[src/rtl/tern_pkg.sv]
package tern_pkg;

  typedef logic [1:0] sym_t;

  localparam sym_t SYM_NEG  = 2'b10;
  localparam sym_t SYM_ZERO = 2'b00;
  localparam sym_t SYM_POS  = 2'b01;

  localparam int GRP_W    = 3;
  localparam int SYM_W    = 2;
  localparam int TERN_LEN = 2;
  localparam int NRZ_LEN  = 3;
  localparam int MAX_LEN  = (NRZ_LEN > TERN_LEN) ? NRZ_LEN : TERN_LEN;
  localparam int CNT_W    = $clog2(MAX_LEN);
  localparam int SHR_W    = SYM_W * MAX_LEN;
  localparam int HOLD_N   = MAX_LEN - 1;

  typedef struct packed {
    logic load;
    logic shift;
    logic binMode;
  } tx_strb_t;

  typedef struct packed {
    logic             capture;
    logic             finish;
    logic [CNT_W-1:0] slot;
    logic             binMode;
  } rx_strb_t;

  // trit 0,1,2 -> level -1,0,+1
  function automatic sym_t tritSym(input logic [1:0] t);
    case (t)
      2'd0:    return SYM_NEG;
      2'd1:    return SYM_ZERO;
      default: return SYM_POS;
    endcase
  endfunction

  // level code -> trit, 3 marks an illegal code
  function automatic logic [1:0] symTrit(input sym_t s);
    case (s)
      SYM_NEG:  return 2'd0;
      SYM_ZERO: return 2'd1;
      SYM_POS:  return 2'd2;
      default:  return 2'd3;
    endcase
  endfunction

  // Build the symbol sequence for one group, first symbol in the top slot.
  function automatic logic [SHR_W-1:0] encodeGroup(input logic bin,
                                                   input logic [GRP_W-1:0] d);
    logic [SHR_W-1:0] res;
    logic [3:0] idx, q, r;
    res = '0;
    if (bin) begin
      for (int i = 0; i < NRZ_LEN; i++)
        res[SYM_W*(MAX_LEN-1-i) +: SYM_W] = d[GRP_W-1-i] ? SYM_POS : SYM_NEG;
    end else begin
      // skip base-3 index 4, the reserved middle pair
      idx = (d < 3'd4) ? {1'b0, d} : ({1'b0, d} + 4'd1);
      q   = idx / 4'd3;
      r   = idx % 4'd3;
      res[SYM_W*(MAX_LEN-1) +: SYM_W] = tritSym(q[1:0]);
      res[SYM_W*(MAX_LEN-2) +: SYM_W] = tritSym(r[1:0]);
    end
    return res;
  endfunction

  // Returns {err, data}
  function automatic logic [GRP_W:0] decodeTern(input sym_t a, input sym_t b);
    logic [1:0] ta, tb;
    logic [3:0] idx;
    ta  = symTrit(a);
    tb  = symTrit(b);
    idx = ({2'b00, ta} * 4'd3) + {2'b00, tb};
    if (ta == 2'd3 || tb == 2'd3 || idx == 4'd4)
      return '0 | (1 << GRP_W);
    else if (idx < 4'd4)
      return {1'b0, idx[GRP_W-1:0]};
    else
      return {1'b0, 3'(idx - 4'd1)};
  endfunction

  function automatic logic [GRP_W:0] decodeNrz(input logic [SYM_W*NRZ_LEN-1:0] s);
    logic [GRP_W-1:0] d;
    logic bad;
    d   = '0;
    bad = 1'b0;
    for (int i = 0; i < NRZ_LEN; i++) begin
      case (s[SYM_W*(NRZ_LEN-1-i) +: SYM_W])
        SYM_NEG: d[GRP_W-1-i] = 1'b0;
        SYM_POS: d[GRP_W-1-i] = 1'b1;
        default: bad = 1'b1;
      endcase
    end
    return bad ? ('0 | (1 << GRP_W)) : {1'b0, d};
  endfunction

endpackage

[src/rtl/tern_ctrl.sv]
module tern_ctrl
  import tern_pkg::*;
(
  input  logic     clk,
  input  logic     rstN,
  input  logic     modeBin,
  input  logic     txValid,
  input  logic     rxSymValid,
  output logic     txReady,
  output logic     txSymValid,
  output logic     rxFrameStart,
  output tx_strb_t txStrb,
  output rx_strb_t rxStrb
);

  localparam logic [CNT_W-1:0] TERN_LAST = CNT_W'(TERN_LEN - 1);
  localparam logic [CNT_W-1:0] NRZ_LAST  = CNT_W'(NRZ_LEN - 1);

  // transmit sequencing
  logic [CNT_W-1:0] txRem;
  logic             txOn;
  logic             accept;

  assign txReady    = (txRem == '0);
  assign accept     = txValid && txReady;
  assign txSymValid = txOn;

  always_ff @(posedge clk) begin
    if (!rstN) begin
      txRem <= '0;
      txOn  <= 1'b0;
    end else if (accept) begin
      txRem <= modeBin ? NRZ_LAST : TERN_LAST;
      txOn  <= 1'b1;
    end else if (txRem != '0) begin
      txRem <= txRem - 1'b1;
    end else begin
      txOn  <= 1'b0;
    end
  end

  always_comb begin
    txStrb.load    = accept;
    txStrb.shift   = !accept && (txRem != '0);
    txStrb.binMode = modeBin;
  end

  // receive framing
  logic [CNT_W-1:0] rxCnt;
  logic             rxModeLat;
  logic             atFirst;
  logic             effMode;
  logic [CNT_W-1:0] lastSlot;
  logic             isLast;

  assign atFirst      = (rxCnt == '0);
  assign effMode      = atFirst ? modeBin : rxModeLat;
  assign lastSlot     = effMode ? NRZ_LAST : TERN_LAST;
  assign isLast       = rxSymValid && (rxCnt == lastSlot);
  assign rxFrameStart = rxSymValid && atFirst;

  always_ff @(posedge clk) begin
    if (!rstN) begin
      rxCnt     <= '0;
      rxModeLat <= 1'b0;
    end else if (rxSymValid) begin
      if (atFirst) rxModeLat <= modeBin;
      rxCnt <= isLast ? '0 : (rxCnt + 1'b1);
    end
  end

  always_comb begin
    rxStrb.capture = rxSymValid && !isLast;
    rxStrb.finish  = isLast;
    rxStrb.slot    = rxCnt;
    rxStrb.binMode = effMode;
  end

endmodule

[src/rtl/tern_dpath.sv]
module tern_dpath
  import tern_pkg::*;
(
  input  logic             clk,
  input  logic             rstN,
  input  logic [GRP_W-1:0] txData,
  input  tx_strb_t         txStrb,
  output logic [SYM_W-1:0] txSym,
  input  logic [SYM_W-1:0] rxSym,
  input  rx_strb_t         rxStrb,
  output logic             rxValid,
  output logic [GRP_W-1:0] rxData,
  output logic             rxErr
);

  // transmit shift register, first symbol in the top slot
  logic [SHR_W-1:0] txShr;

  always_ff @(posedge clk) begin
    if (!rstN)             txShr <= '0;
    else if (txStrb.load)  txShr <= encodeGroup(txStrb.binMode, txData);
    else if (txStrb.shift) txShr <= {txShr[SHR_W-SYM_W-1:0], {SYM_W{1'b0}}};
    else                   txShr <= '0;
  end

  assign txSym = txShr[SHR_W-1 -: SYM_W];

  // receive holding slots, one per non-final symbol
  sym_t hold [HOLD_N];

  for (genvar g = 0; g < HOLD_N; g++) begin : gHold
    always_ff @(posedge clk) begin
      if (!rstN)
        hold[g] <= SYM_ZERO;
      else if (rxStrb.capture && rxStrb.slot == CNT_W'(g))
        hold[g] <= rxSym;
    end
  end

  logic [GRP_W:0] ternRes, nrzRes, pick;

  always_comb begin
    ternRes = decodeTern(hold[0], rxSym);
    nrzRes  = decodeNrz({hold[0], hold[1], rxSym});
    pick    = rxStrb.binMode ? nrzRes : ternRes;
  end

  always_ff @(posedge clk) begin
    if (!rstN) begin
      rxValid <= 1'b0;
      rxData  <= '0;
      rxErr   <= 1'b0;
    end else begin
      rxValid <= rxStrb.finish;
      if (rxStrb.finish) begin
        rxData <= pick[GRP_W-1:0];
        rxErr  <= pick[GRP_W];
      end
    end
  end

endmodule

[src/rtl/tern_pair_link.sv]
module tern_pair_link
  import tern_pkg::*;
(
  input  logic       clk,
  input  logic       rstN,
  input  logic       modeBin,
  input  logic       txValid,
  input  logic [2:0] txData,
  output logic       txReady,
  output logic [1:0] txSym,
  output logic       txSymValid,
  input  logic       rxSymValid,
  input  logic [1:0] rxSym,
  output logic       rxFrameStart,
  output logic       rxValid,
  output logic [2:0] rxData,
  output logic       rxErr
);

  tx_strb_t txStrb;
  rx_strb_t rxStrb;

  tern_ctrl ctrlI (
    .clk          (clk),
    .rstN         (rstN),
    .modeBin      (modeBin),
    .txValid      (txValid),
    .rxSymValid   (rxSymValid),
    .txReady      (txReady),
    .txSymValid   (txSymValid),
    .rxFrameStart (rxFrameStart),
    .txStrb       (txStrb),
    .rxStrb       (rxStrb)
  );

  tern_dpath dpathI (
    .clk     (clk),
    .rstN    (rstN),
    .txData  (txData),
    .txStrb  (txStrb),
    .txSym   (txSym),
    .rxSym   (rxSym),
    .rxStrb  (rxStrb),
    .rxValid (rxValid),
    .rxData  (rxData),
    .rxErr   (rxErr)
  );

endmodule

[config.mk]
export PLATFORM = sky130hd
export DESIGN_NAME = tern_pair_link
export DESIGN_NICKNAME = d
export VERILOG_FILES = /design/src/rtl/tern_pkg.sv /design/src/rtl/tern_ctrl.sv /design/src/rtl/tern_dpath.sv /design/src/rtl/tern_pair_link.sv
export SDC_FILE = /design/constraint.sdc
export NUM_CORES = 1
export LEC_CHECK = 0
export BUFFER_PORTS_ARGS = -buffer_cell sky130_fd_sc_hd__clkbuf_2
export CORE_UTILIZATION = 55
export DETAILED_ROUTE_END_ITERATION = 12
export GPL_TIMING_DRIVEN = 0
export HOLD_SLACK_MARGIN = 0.02
export PLACE_DENSITY = 0.79
export SLEW_MARGIN = 5
export SYNTH_ARGS = -nofsm -noshare
export SYNTH_HDL_FRONTEND = slang
export SYNTH_HIERARCHICAL = 1
export SYNTH_SLANG_ARGS = --single-unit
[constraint.sdc]
create_clock -name clk -period 3.2 [get_ports clk]
set_input_delay 0.48 -clock clk [delete_from_list [all_inputs] [get_ports clk]]
set_output_delay 0.48 -clock clk [all_outputs]
set_load 0.1 [all_outputs]
==> results of run 1 <==
[cells by family after synthesis]
| group | after synthesis | share of synthesized area, % |
|---|---|---|
| and+or+nand+nor | 58 | 20.3 |
| AOI/OAI and AO/OA | 39 | 18.9 |
| buffers and inverters | 30 | 10.7 |
| DFF | 21 | 30.6 |
| adders and majority gates | 15 | 13.0 |
| muxes | 5 | 3.66 |
| xor gates and xnor gates | 4 | 2.83 |
[registers in the layout, summed over array words and instances, names as in the netlist]
name              cells
dpathI/rxData         3
ctrlI/txRem           2
dpathI/txShr          6
ctrlI/rxModeLat       1
ctrlI/txSymValid      1
ctrlI/rxCnt           2
dpathI/hold           4
dpathI/rxValid        1
dpathI/rxErr          1
[layer usage]
metal	vias up	part of all wire [%]	GRT usage (%)
met4	0	2.9	13.2
li1	641	-	-
met1	579	43	22.9
met3	8	4.1	3.89
met5	-	0	0
met2	24	50	40.4
[cell type report]
cell class              instances  area share [%]
well taps                      30            2.25
repair buffers                 18            5.41
inverters                      18            4.06
plain buffers                  12            5.63
flip-flops and latches         21            27.6
clock inverters                 1           0.301
multi-input cells             121            53.3
clock buffers                   3            1.35
[Yosys cell counts, types with 2 or more instances]
cell type / n / area share (%)
ha_1: 14 / 12
dfxtp_1: 17 / 23
edfxtp_1: 4 / 8.0
buf_6: 2 / 1.5
buf_4: 9 / 4.5
o21ai_0: 5 / 1.7
o21a_1: 2 / 1.0
and2_1: 3 / 1.2
xnor2_1: 2 / 1.2
nand3_1: 6 / 2.0
a211oi_1: 6 / 3.0
a21oi_1: 9 / 3.0
and3_1: 3 / 1.2
mux2i_1: 4 / 2.7
nand2b_1: 2 / 0.83
nor2b_1: 4 / 1.7
inv_1: 17 / 4.2
nand2_1: 12 / 3.0
nor2_1: 17 / 4.2
a22oi_1: 3 / 1.5
[stage by stage]
step | util, % | std cells | hold slack, ns | cell area [µm²]
finish | 66.0 | 224 | 0.455 | 1670
global route | 66.0 | 224 | 0.479 | 1670
CTS | 65.8 | 224 | 0.463 | 1660
detailed placement | 64.7 | 220 | 0.449 | 1630
global placement | 64.7 | 220 | 0.438 | 1630
floorplan | - | 172 | 0.422 | 1500
[path summary, 6_finish.rpt]
kind | from | end | slack, ns | cells after the start
setup reg to reg | dpathI/hold[0][0]$_SDFFCE_PN0P_ | dpathI/rxData[2]$_SDFFE_PN0P_ | 0.15 | 10
setup / recovery | dpathI/hold[0][0]$_SDFFCE_PN0P_ | dpathI/rxData[2]$_SDFFE_PN0P_ | 0.15 | 10
hold / removal | dpathI/txShr[3]$_SDFF_PN0_ | dpathI/txShr[5]$_SDFF_PN0_ | 0.46 | 2
hold reg to reg | dpathI/txShr[3]$_SDFF_PN0_ | dpathI/txShr[5]$_SDFF_PN0_ | 0.46 | 2
[power by group through the flow]
stage / Clock (mW) / Combinational, mW / Sequential [mW]
final: 0.130 / 0.472 / 0.315
after CTS: 0.137 / 0.470 / 0.315
after detailed placement: 0 / 0.467 / 0.322
after floorplan: 0 / 0.343 / 0.365
after global routing: 0.143 / 0.515 / 0.319
after global placement: 0 / 0.447 / 0.319
[worst reg2reg max path, stage by stage (launching register included)]
cell	delay, ns
edfxtp_1	0.44
ha_1	0.25
or2_1	0.28
xnor2_1	0.20
xor2_1	0.16
ha_1	0.18
fa_1	0.46
and3b_1	0.22
nor4_2	0.37
a22oi_1	0.15
a211oi_1	0.26
==> metrics.txt, run 1 <==
# TYPE chip_impl_metric gauge
chip_impl_metric{name="worst_clock_skew",unit="ns"} 0.000524
chip_impl_metric{name="async_reset_ff_share",unit="%"} 0
chip_impl_metric{name="register_area",unit="µm²"} 460
chip_impl_metric{name="fmax",unit="MHz"} 328
chip_impl_info{name="setup.worst_path.end_class",value="register"} 1
chip_impl_metric{name="finalSetupTns",unit="ns"} 0
chip_impl_metric{name="grt_pass1_vias",unit=""} 1166
chip_impl_metric{name="die_w",unit="µm"} 54.3
chip_impl_metric{name="timing.final.crit_period",unit="ns"} 3.05
chip_impl_metric{name="design.core.area",unit="µm²"} 2520
chip_impl_metric{name="clkSlewWorstSetupHoldPaths",unit="ns"} 0.12
chip_impl_metric{name="cts.path.max_buffers",unit=""} 2
chip_impl_metric{name="synth.lib_cells_used.distinct",unit=""} 51
chip_impl_metric{name="sequentialPowerShare",unit="%"} 34.4
chip_impl_metric{name="cellInternalPower",unit="mW"} 0.504
chip_impl_metric{name="diodes",unit=""} 0
chip_impl_metric{name="layout_setup_ws",unit="ns"} 0.148
chip_impl_info{name="leading_cell_type_in_the_layout_fill_and_taps_excluded",value="clkbuf_2"} 1
chip_impl_metric{name="synth_edf_count",unit=""} 4
chip_impl_metric{name="place_hpwl",unit="µm"} 2260
chip_impl_metric{name="dr.first_iter.drc_count",unit=""} 8
chip_impl_metric{name="clockPowerShare",unit="%"} 14.2
chip_impl_metric{name="track_usage",unit="%"} 22.0
chip_impl_metric{name="ys_seq_area_share",unit="%"} 30.6
chip_impl_metric{name="num-nets-final",unit=""} 220
chip_impl_info{name="holdCritPathClass",value="register to register"} 1
chip_impl_metric{name="clkLatencyLatePin",unit="ns"} 0.31
chip_impl_metric{name="dieHeight",unit="µm"} 54.3
chip_impl_metric{name="total_power",unit="mW"} 0.917
chip_impl_metric{name="htree_num_levels",unit=""} 1
chip_impl_metric{name="global_route.overflow_total",unit=""} 0
chip_impl_metric{name="remaining_drc_errors",unit=""} 0
chip_impl_info{name="cp_top_family",value="adder cells"} 1
chip_impl_metric{name="finalHoldViolations",unit=""} 0
chip_impl_metric{name="route.detailed.vias_per_inst",unit=""} 5.59
chip_impl_metric{name="drt-total-wl",unit="µm"} 2870
chip_impl_metric{name="cts.hold.buffers_added",unit=""} 0
chip_impl_metric{name="worst_slack_at_placement",unit="ns"} 0.0288
chip_impl_metric{name="max_fanout_on_critical_path",unit=""} 4
chip_impl_metric{name="slew_violations",unit=""} 0
chip_impl_metric{name="multi_input_comb_area",unit="µm²"} 888
chip_impl_metric{name="yosysWarnings",unit=""} 6
chip_impl_metric{name="die_area",unit="µm²"} 2950
chip_impl_metric{name="dr_total_vias",unit=""} 1252
chip_impl_info{name="cts_root_buf",value="clkbuf_4"} 1
chip_impl_info{name="synth_ff_type",value="dfxtp_1"} 1
chip_impl_info{name="final_cell_mix",value="clkbuf_2 (18), inv_1 (17), dfxtp_1 (17), nor2_1 (17), ha_1 (14)"} 1
chip_impl_metric{name="max-vdd-ir-drop",unit="V"} 0.000616
chip_impl_metric{name="netlist_instances",unit=""} 172
chip_impl_metric{name="area_growth",unit="%"} 10.7
chip_impl_metric{name="synth_area",unit="µm²"} 1500
chip_impl_metric{name="post_cts_resized",unit=""} 0
chip_impl_metric{name="p_per_cell_area",unit="nW/µm²"} 551
chip_impl_metric{name="placement_rows",unit=""} 18
chip_impl_metric{name="slew_headroom",unit="%"} 47.8
chip_impl_metric{name="worstMarginPinSlew",unit="ns"} 0.772
chip_impl_info{name="cpMostUsedCell",value="ha_1"} 1
chip_impl_info{name="crit_chain",value="ha_1, or2_1, xnor2_1, xor2_1, ha_1, fa_1, and3b_1, nor4_2, a22oi_1, a211oi_1"} 1
chip_impl_metric{name="fill_cells",unit=""} 234
chip_impl_info{name="cpMaxStageDelayCell",value="fa_1"} 1
chip_impl_info{name="run_status",value="finished, final reports clean"} 1
chip_impl_metric{name="syn_avg_cell_area",unit="µm²"} 8.74
chip_impl_metric{name="ant_nets",unit=""} 0
chip_impl_metric{name="drive_above_1_share",unit="%"} 23.2
chip_impl_metric{name="critPathBufInv",unit=""} 0
chip_impl_metric{name="critical_path_arrival",unit="ns"} 3.28
chip_impl_metric{name="postSynthNetCount",unit=""} 197
chip_impl_info{name="tritoncts",value="yes"} 1
chip_impl_metric{name="drtPass1Iterations",unit=""} 4
chip_impl_info{name="path_class",value="register to register"} 1
chip_impl_metric{name="count_of_endpoints_failing_setup_in_the_final_report",unit=""} 0
chip_impl_metric{name="initial_utilization",unit="%"} 59.6
chip_impl_metric{name="worst_path_largest_cell_delay",unit="ns"} 0.46
chip_impl_metric{name="total_leakage_power",unit="nW"} 0.789
chip_impl_metric{name="switchingPower",unit="mW"} 0.413
chip_impl_metric{name="cts_buffers",unit=""} 3
chip_impl_metric{name="drv.max_cap_violation_count",unit=""} 0
chip_impl_metric{name="largest_net_degree_at_the_start_of_global_routing",unit=""} 13
chip_impl_metric{name="antenna_found_initial",unit=""} 0
chip_impl_metric{name="buffer_ports.inserted",unit=""} 18
chip_impl_metric{name="grt_first_pass_wirelength",unit="µm"} 4600
chip_impl_metric{name="ioPinCount",unit=""} 20
chip_impl_info{name="worstSetupStartpointType",value="register"} 1
chip_impl_metric{name="layout_worst_path_cycle_share",unit="%"} 95.4
chip_impl_metric{name="ys_ff_latch",unit=""} 21
chip_impl_metric{name="cts_post_setup_buffers_inserted",unit=""} 0
chip_impl_metric{name="global_placer_s_final_weighted_congestion",unit=""} 0.785
chip_impl_metric{name="p_comb_share",unit="%"} 51.4
chip_impl_metric{name="post_drt_wl_per_cell",unit="µm"} 12.8
chip_impl_metric{name="required_time_of_the_worst_setup_path",unit="ns"} 3.43
chip_impl_metric{name="netSwitchingFraction",unit="%"} 45.0
chip_impl_metric{name="clock-sinks",unit=""} 21
No activity file was read; power rests on OpenSTA's default activity.
==> run 2: changes to the inputs <==
--- a/config.mk
+++ b/config.mk
@@ -5,12 +5,13 @@
 export SDC_FILE = /design/constraint.sdc
 export NUM_CORES = 1
 export LEC_CHECK = 0
+export ABC_AREA = 0
 export BUFFER_PORTS_ARGS = -buffer_cell sky130_fd_sc_hd__clkbuf_2
-export CORE_UTILIZATION = 55
+export CORE_UTILIZATION = 35
 export DETAILED_ROUTE_END_ITERATION = 12
 export GPL_TIMING_DRIVEN = 0
 export HOLD_SLACK_MARGIN = 0.02
-export PLACE_DENSITY = 0.79
+export PLACE_DENSITY = 0.55
 export SLEW_MARGIN = 5
 export SYNTH_ARGS = -nofsm -noshare
 export SYNTH_HDL_FRONTEND = slang
==> run 2 against run 1 <==
Net effect:
- non-clock buffer count unchanged
- power is 4.0% higher
- final cell count rose by 8.9%
- sequential power about the same
- combinational power shrank 1%
- sequential share of layout area decreased by 0.71 points
- first-iteration DRC count rose by 130%
- maximum frequency grew 4.0%
==> metrics.txt, run 2 (synthesis gave the netlist of run 1 again) <==
# TYPE chip_impl_metric gauge
chip_impl_metric{name="area_growth",unit="%"} 13.6
chip_impl_metric{name="drtPass1Iterations",unit=""} 4
chip_impl_metric{name="cts.path.max_buffers",unit=""} 2
chip_impl_metric{name="clkSlewWorstSetupHoldPaths",unit="ns"} 0.08
chip_impl_info{name="cts_root_buf",value="clkbuf_8"} 1
chip_impl_metric{name="timing.final.crit_period",unit="ns"} 2.93
chip_impl_info{name="registers.top_by_ff_count",value="dpathI/txShr"} 1
chip_impl_info{name="run_status",value="finished, final reports clean"} 1
chip_impl_metric{name="finalSetupTns",unit="ns"} 0
chip_impl_metric{name="cellInternalPower",unit="mW"} 0.543
chip_impl_metric{name="clock-sinks",unit=""} 21
chip_impl_metric{name="post_drt_wl_per_cell",unit="µm"} 11.5
chip_impl_info{name="leading_cell_type_in_the_layout_fill_and_taps_excluded",value="clkbuf_2"} 1
chip_impl_metric{name="dr.first_iter.drc_count",unit=""} 18
chip_impl_metric{name="p_comb_share",unit="%"} 49.0
chip_impl_info{name="crit-reg2reg-capture",value="dpathI/rxData[1]$_SDFFE_PN0P_"} 1
chip_impl_metric{name="required_time_of_the_worst_setup_path",unit="ns"} 3.37
chip_impl_info{name="tritoncts",value="yes"} 1
chip_impl_info{name="rr_startpoint",value="dpathI/hold[0][0]$_SDFFCE_PN0P_"} 1
chip_impl_metric{name="post_cts_resized",unit=""} 0
chip_impl_metric{name="die_w",unit="µm"} 67.6
chip_impl_metric{name="drv.max_cap_violation_count",unit=""} 0
chip_impl_metric{name="max-vdd-ir-drop",unit="V"} 0.000430
chip_impl_metric{name="antenna_found_initial",unit=""} 0
chip_impl_metric{name="setup.reg_to_reg.worst_slack",unit="ns"} 0.27
chip_impl_info{name="final_cell_mix",value="clkbuf_2 (18), inv_1 (17), dfxtp_1 (17), nor2_1 (17), ha_1 (14)"} 1
chip_impl_metric{name="netSwitchingFraction",unit="%"} 43.1
chip_impl_metric{name="clkLatencyLatePin",unit="ns"} 0.25
chip_impl_metric{name="total_leakage_power",unit="nW"} 0.797
chip_impl_metric{name="htree_num_levels",unit=""} 1
chip_impl_metric{name="count_of_endpoints_failing_setup_in_the_final_report",unit=""} 0
chip_impl_metric{name="finalHoldViolations",unit=""} 0
chip_impl_metric{name="ant_nets",unit=""} 0
chip_impl_metric{name="place_hpwl",unit="µm"} 2240
chip_impl_metric{name="die_area",unit="µm²"} 4560
chip_impl_info{name="cpMostUsedCell",value="ha_1"} 1
chip_impl_metric{name="buffer_ports.inserted",unit=""} 18
chip_impl_metric{name="switchingPower",unit="mW"} 0.411
chip_impl_metric{name="route.detailed.vias_per_inst",unit=""} 4.96
chip_impl_info{name="hold_path_startpoint",value="dpathI/txShr[3]$_SDFF_PN0_"} 1
chip_impl_metric{name="grt_first_pass_wirelength",unit="µm"} 4770
chip_impl_metric{name="max_fanout_on_critical_path",unit=""} 4
chip_impl_metric{name="worst-r2r-cell-count",unit=""} 10
chip_impl_info{name="path_class",value="register to register"} 1
chip_impl_metric{name="slew_headroom",unit="%"} 57.3
chip_impl_metric{name="num-nets-final",unit=""} 220
chip_impl_metric{name="worstMarginPinSlew",unit="ns"} 0.631
chip_impl_metric{name="remaining_drc_errors",unit=""} 0
chip_impl_metric{name="fill_cells",unit=""} 406
chip_impl_metric{name="worst_path_largest_cell_delay",unit="ns"} 0.44
chip_impl_info{name="hold-path-endpoint",value="dpathI/txShr[5]$_SDFF_PN0_"} 1
chip_impl_metric{name="initial_utilization",unit="%"} 37.1
chip_impl_metric{name="cts_post_setup_buffers_inserted",unit=""} 0
chip_impl_metric{name="dieHeight",unit="µm"} 67.6
chip_impl_metric{name="p_per_cell_area",unit="nW/µm²"} 558
chip_impl_info{name="grt_setup_unrepaired",value="false"} 1
chip_impl_info{name="setup.worst_path.end_class",value="register"} 1
chip_impl_info{name="cpMaxStageDelayCell",value="fa_1"} 1
chip_impl_metric{name="dr_total_vias",unit=""} 1210
chip_impl_metric{name="drt-total-wl",unit="µm"} 2800
chip_impl_metric{name="grt_pass1_vias",unit=""} 1121
chip_impl_metric{name="fmax",unit="MHz"} 341
chip_impl_metric{name="critical_path_arrival",unit="ns"} 3.10
chip_impl_metric{name="largest_register_ffs",unit=""} 6
chip_impl_metric{name="clockPowerShare",unit="%"} 18.0
chip_impl_metric{name="global_placer_s_final_weighted_congestion",unit=""} 0.760
chip_impl_metric{name="diodes",unit=""} 0
chip_impl_metric{name="cts_buffers",unit=""} 3
chip_impl_metric{name="sequentialPowerShare",unit="%"} 33.0
chip_impl_info{name="reg_top3",value="dpathI/txShr (6), dpathI/hold (4), dpathI/rxData (3)"} 1
chip_impl_metric{name="largest_net_degree_at_the_start_of_global_routing",unit=""} 13
chip_impl_metric{name="slew_violations",unit=""} 0
chip_impl_metric{name="drive_above_1_share",unit="%"} 23.2
chip_impl_metric{name="design.core.area",unit="µm²"} 4060
chip_impl_metric{name="worst_clock_skew",unit="ns"} 0.00232
chip_impl_metric{name="global_route.overflow_total",unit=""} 0
chip_impl_metric{name="ioPinCount",unit=""} 20
chip_impl_info{name="worstSetupStartpointType",value="register"} 1
chip_impl_metric{name="track_usage",unit="%"} 13.7
chip_impl_metric{name="hold_depth",unit=""} 2
chip_impl_info{name="holdCritPathClass",value="register to register"} 1
chip_impl_metric{name="cts.hold.buffers_added",unit=""} 0
chip_impl_metric{name="final_util",unit="%"} 42.1
chip_impl_metric{name="placement_rows",unit=""} 23
chip_impl_metric{name="layout_worst_path_cycle_share",unit="%"} 91.7
chip_impl_info{name="crit_chain",value="ha_1, or2_1, xnor2_1, xor2_1, ha_1, fa_1, and3b_1, nor4_2, a22oi_1, a211oi_1"} 1
## run 2: cell counts in the layout (fill, tap and decap cells not counted)
No cell type changed its count.
## run 2: worst max-delay path: cells and delay by family, from the launching register on
kind                       cells  cell delay [ns]
and+or+nand+nor                3             0.78
adders and majority gates      3             0.87
AOI/OAI and AO/OA              2             0.40
DFF                            1             0.43
xor gates and xnor gates       2             0.37
## run 2: area by class of cell
class	count	area (µm²)	area share (%)
multi-input combinational	121	888	52.0
sequential	21	460	26.9
buffer	12	93.8	5.49
timing repair buffer	18	90.1	5.27
inverter	18	67.6	3.95
tap	50	62.6	3.66
clock buffer	3	41.3	2.42
clock inverter	1	5.00	0.293
## run 2: through the flow
| stage | power [mW] | worst slack, ns | cell area (µm²) | std cells | hold slack (ns) |
|---|---|---|---|---|---|
| 2_1_floorplan | 0.708 | 0.427 | 1500 | 172 | 0.422 |
| 5_1_grt | 1.02 | 0.00894 | 1710 | 244 | 0.478 |
| 3_3_place_gp | 0.776 | 0.155 | 1660 | 240 | 0.442 |
| 4_1_cts | 0.961 | 0.0438 | 1700 | 244 | 0.455 |
| 6_report | 0.954 | 0.266 | 1710 | 244 | 0.452 |
| 3_5_place_dp | 0.786 | 0.0465 | 1660 | 240 | 0.443 |
## run 2: per-layer routing
metal	vias up	wire [µm]	global-route usage (%)
li1	641	-	-
met1	553	1400	17.5
met2	14	1300	23.4
met3	2	77	2.70
met4	0	18	3.19
met5	-	0	0
## run 2: how the worst max path moves through the flow
stage	from	endpoint	slack, ns	cells after the start
after floorplan	dpathI/hold[0][0]$_SDFFCE_PN0P_	dpathI/rxData[0]$_SDFFE_PN0P_	0.43	10
after global routing	dpathI/hold[0][0]$_SDFFCE_PN0P_	dpathI/rxData[2]$_SDFFE_PN0P_	0.009	10
after CTS	dpathI/hold[0][0]$_SDFFCE_PN0P_	dpathI/rxData[1]$_SDFFE_PN0P_	0.04	10
after detailed placement	rxSym[1]	dpathI/rxData[1]$_SDFFE_PN0P_	0.05	12
after global placement	rxSym[1]	dpathI/rxData[2]$_SDFFE_PN0P_	0.15	12
final	dpathI/hold[0][0]$_SDFFCE_PN0P_	dpathI/rxData[1]$_SDFFE_PN0P_	0.27	10
## run 2: power by group through the flow
stage | Combinational, mW | Sequential [mW] | Clock (mW)
3_3_place_gp | 0.456 | 0.319 | 0
6_report | 0.467 | 0.315 | 0.172
2_1_floorplan | 0.343 | 0.365 | 0
5_1_grt | 0.516 | 0.318 | 0.189
4_1_cts | 0.468 | 0.315 | 0.178
3_5_place_dp | 0.466 | 0.320 | 0
==> run 3: changes to the inputs <==
==> constraint.sdc (replaced) <==
create_clock -name clk -period 2.8 [get_ports clk]
set_input_delay 0.42 -clock clk [delete_from_list [all_inputs] [get_ports clk]]
set_output_delay 0.42 -clock clk [all_outputs]
set_load 0.1 [all_outputs]
==> run 3 against run 2 <==
Net effect:
- the run now ends with negative setup slack left
- via count up 1.7%
- maximum frequency grew 4.3%
- first-iteration DRC count grew 5.6%
- routed wire length up 5.0%
- largest power group unchanged
==> metrics.txt, run 3 (synthesis gave the netlist of run 1 again) <==
# TYPE chip_impl_metric gauge
chip_impl_info{name="run_status",value="complete, but fails checks"} 1
chip_impl_info{name="violations",value="negative setup slack"} 1
chip_impl_metric{name="finalHoldViolations",unit=""} 0
chip_impl_metric{name="critPathBufInv",unit=""} 1
chip_impl_metric{name="holdWs",unit="ns"} 0.452
chip_impl_info{name="crit_chain",value="ha_4, or2_4, xnor2_2, xor2_1, ha_2, fa_1, and3b_2, nor4_4, buf_4, a22oi_2, a211oi_2"} 1
chip_impl_metric{name="hold_depth",unit=""} 2
chip_impl_metric{name="slew_violations",unit=""} 0
chip_impl_metric{name="cts.path.max_buffers",unit=""} 2
chip_impl_metric{name="max-vdd-ir-drop",unit="V"} 0.000495
chip_impl_metric{name="grt_first_pass_wirelength",unit="µm"} 4850
chip_impl_info{name="grt_setup_unrepaired",value="true"} 1
chip_impl_info{name="setup.worst_path.end_class",value="register"} 1
chip_impl_metric{name="drtPass1Iterations",unit=""} 5
chip_impl_metric{name="required_time_of_the_worst_setup_path",unit="ns"} 2.98
chip_impl_info{name="hold_path_startpoint",value="dpathI/txShr[3]$_SDFF_PN0_"} 1
chip_impl_info{name="cp_top_family",value="adder cells"} 1
chip_impl_metric{name="ioPinCount",unit=""} 20
chip_impl_info{name="leading_cell_type_in_the_layout_fill_and_taps_excluded",value="clkbuf_2"} 1
chip_impl_metric{name="remaining_drc_errors",unit=""} 0
chip_impl_metric{name="dieHeight",unit="µm"} 67.6
chip_impl_metric{name="worst_clock_skew",unit="ns"} 0.00167
chip_impl_info{name="worstSetupStartpointType",value="register"} 1
chip_impl_metric{name="global_route.overflow_total",unit=""} 0
chip_impl_metric{name="buffer_ports.inserted",unit=""} 18
chip_impl_info{name="crit-reg2reg-capture",value="dpathI/rxData[1]$_SDFFE_PN0P_"} 1
chip_impl_metric{name="clkSlewWorstSetupHoldPaths",unit="ns"} 0.08
chip_impl_metric{name="track_usage",unit="%"} 14.0
chip_impl_metric{name="clock-sinks",unit=""} 21
chip_impl_metric{name="largest_net_degree_at_the_start_of_global_routing",unit=""} 13
chip_impl_metric{name="fmax",unit="MHz"} 356
chip_impl_metric{name="worstMarginPinSlew",unit="ns"} 0.925
chip_impl_info{name="reg_top3",value="dpathI/txShr (6), dpathI/hold (4), dpathI/rxData (3)"} 1
chip_impl_metric{name="route.detailed.vias_per_inst",unit=""} 4.98
chip_impl_metric{name="diodes",unit=""} 0
chip_impl_info{name="final_cell_mix",value="clkbuf_2 (18), dfxtp_1 (17), nor2_1 (17), inv_1 (16)"} 1
chip_impl_metric{name="total_power",unit="mW"} 1.14
chip_impl_metric{name="initial_utilization",unit="%"} 37.1
chip_impl_info{name="tritoncts",value="yes"} 1
chip_impl_metric{name="count_of_endpoints_failing_setup_in_the_final_report",unit=""} 2
chip_impl_metric{name="layout_worst_path_cycle_share",unit="%"} 100
chip_impl_metric{name="worst-r2r-cell-count",unit=""} 11
chip_impl_metric{name="die_w",unit="µm"} 67.6
chip_impl_metric{name="total_leakage_power",unit="nW"} 0.819
chip_impl_metric{name="placement_rows",unit=""} 23
chip_impl_metric{name="layout_setup_ws",unit="ns"} -0.0129
chip_impl_metric{name="grt_pass1_vias",unit=""} 1140
chip_impl_info{name="cts_root_buf",value="clkbuf_8"} 1
chip_impl_metric{name="worst_path_largest_cell_delay",unit="ns"} 0.46
chip_impl_metric{name="antenna_found_initial",unit=""} 0
chip_impl_metric{name="dr_total_vias",unit=""} 1231
chip_impl_metric{name="cts.hold.buffers_added",unit=""} 0
chip_impl_info{name="cpMaxStageDelayCell",value="edfxtp_1"} 1
chip_impl_metric{name="num-nets-final",unit=""} 223
chip_impl_metric{name="critical_path_depth",unit=""} 11
chip_impl_metric{name="critical_path_arrival",unit="ns"} 2.99
chip_impl_metric{name="ant_nets",unit=""} 0
chip_impl_metric{name="setup.reg_to_reg.worst_slack",unit="ns"} -0.01
chip_impl_metric{name="drive_above_1_share",unit="%"} 31.0
chip_impl_metric{name="global_placer_s_final_weighted_congestion",unit=""} 0.760
chip_impl_metric{name="drt-total-wl",unit="µm"} 2940
chip_impl_info{name="path_class",value="register to register"} 1
chip_impl_metric{name="p_per_cell_area",unit="nW/µm²"} 634
chip_impl_info{name="timing.critical_path.from",value="dpathI/hold[0][0]$_SDFFCE_PN0P_"} 1
chip_impl_metric{name="design.core.area",unit="µm²"} 4060
chip_impl_metric{name="post_drt_wl_per_cell",unit="µm"} 11.9
chip_impl_info{name="registers.top_by_ff_count",value="dpathI/txShr"} 1
chip_impl_info{name="critPathCapture",value="dpathI/rxData[1]$_SDFFE_PN0P_"} 1
chip_impl_metric{name="area_growth",unit="%"} 19.6
chip_impl_metric{name="slew_headroom",unit="%"} 37.4
chip_impl_metric{name="die_area",unit="µm²"} 4560
chip_impl_metric{name="clkLatencyLatePin",unit="ns"} 0.25
chip_impl_metric{name="cts_buffers",unit=""} 3
chip_impl_metric{name="place_hpwl",unit="µm"} 2240
chip_impl_metric{name="max_fanout_on_critical_path",unit=""} 4
chip_impl_metric{name="drv.max_cap_violation_count",unit=""} 0
chip_impl_metric{name="timing.final.crit_period",unit="ns"} 2.81
chip_impl_metric{name="dr.first_iter.drc_count",unit=""} 19
chip_impl_info{name="rr_startpoint",value="dpathI/hold[0][0]$_SDFFCE_PN0P_"} 1
chip_impl_metric{name="largest_register_ffs",unit=""} 6
chip_impl_info{name="holdCritPathClass",value="register to register"} 1
chip_impl_metric{name="htree_num_levels",unit=""} 1
run 3: cell types whose count changed in the layout (fill, tap and decap cells not counted), sizes merged:
cell / delta
buf: +3
run 3: worst register-to-register path: stages (launching register included):
cell,delay (ns)
edfxtp_1,0.46
ha_4,0.21
or2_4,0.26
xnor2_2,0.14
xor2_1,0.18
ha_2,0.19
fa_1,0.44
and3b_2,0.25
nor4_4,0.13
buf_4,0.18
a22oi_2,0.06
a211oi_2,0.24
run 3: power breakdown:
| part | total, mW | leakage, nW | internal, mW | switching, mW |
|---|---|---|---|---|
| Sequential | 0.361 | 0.181 | 0.343 | 0.0187 |
| Clock | 0.196 | 0.0255 | 0.0989 | 0.0974 |
| Combinational | 0.582 | 0.612 | 0.204 | 0.378 |
run 3: per-layer routing:
metal | part of all wire (%) | vias up | global-route usage [%]
li1 | - | 647 | -
met1 | 48 | 569 | 17.4
met2 | 49 | 13 | 24.5
met3 | 2.3 | 2 | 2.70
met4 | 0.61 | 0 | 3.19
met5 | 0 | - | 0
run 3: what timing repair did:
item,in CTS,in global routing
resized for setup,9,7
setup endpoints to repair,4,4
setup buffers,2,1
pin swaps,8,5
run 3: metrics by stage:
step	std cells	setup TNS (ns)	cell area (µm²)	setup WS, ns	util [%]
3_3_place_gp	240	-0.722	1660	-0.210	40.8
5_1_grt	247	-0.503	1800	-0.152	44.3
3_5_place_dp	240	-1.13	1660	-0.333	40.8
6_report	247	-0.0158	1800	-0.0129	44.3
4_1_cts	246	-0.218	1760	-0.0910	43.4
2_1_floorplan	172	0	1500	0.0275	-
run 3: final cells by class:
type	instances	area, µm²
clock buffer	3	41.3
tap	50	62.6
buffer	12	93.8
timing repair buffer	21	113
fill	407	2260
sequential	21	460
multi-input combinational	121	956
clock inverter	1	5.00
inverter	18	67.6
run 3: how the worst min path moves through the flow:
stage               slack [ns]                          end
floorplan                 0.42   dpathI/txShr[5]$_SDFF_PN0_
global placement          0.44   dpathI/txShr[2]$_SDFF_PN0_
detailed placement        0.44   dpathI/txShr[2]$_SDFF_PN0_
CTS                       0.46   dpathI/txShr[2]$_SDFF_PN0_
global route              0.47  ctrlI/txRem[0]$_SDFFE_PN0P_
finish                    0.45   dpathI/txShr[5]$_SDFF_PN0_
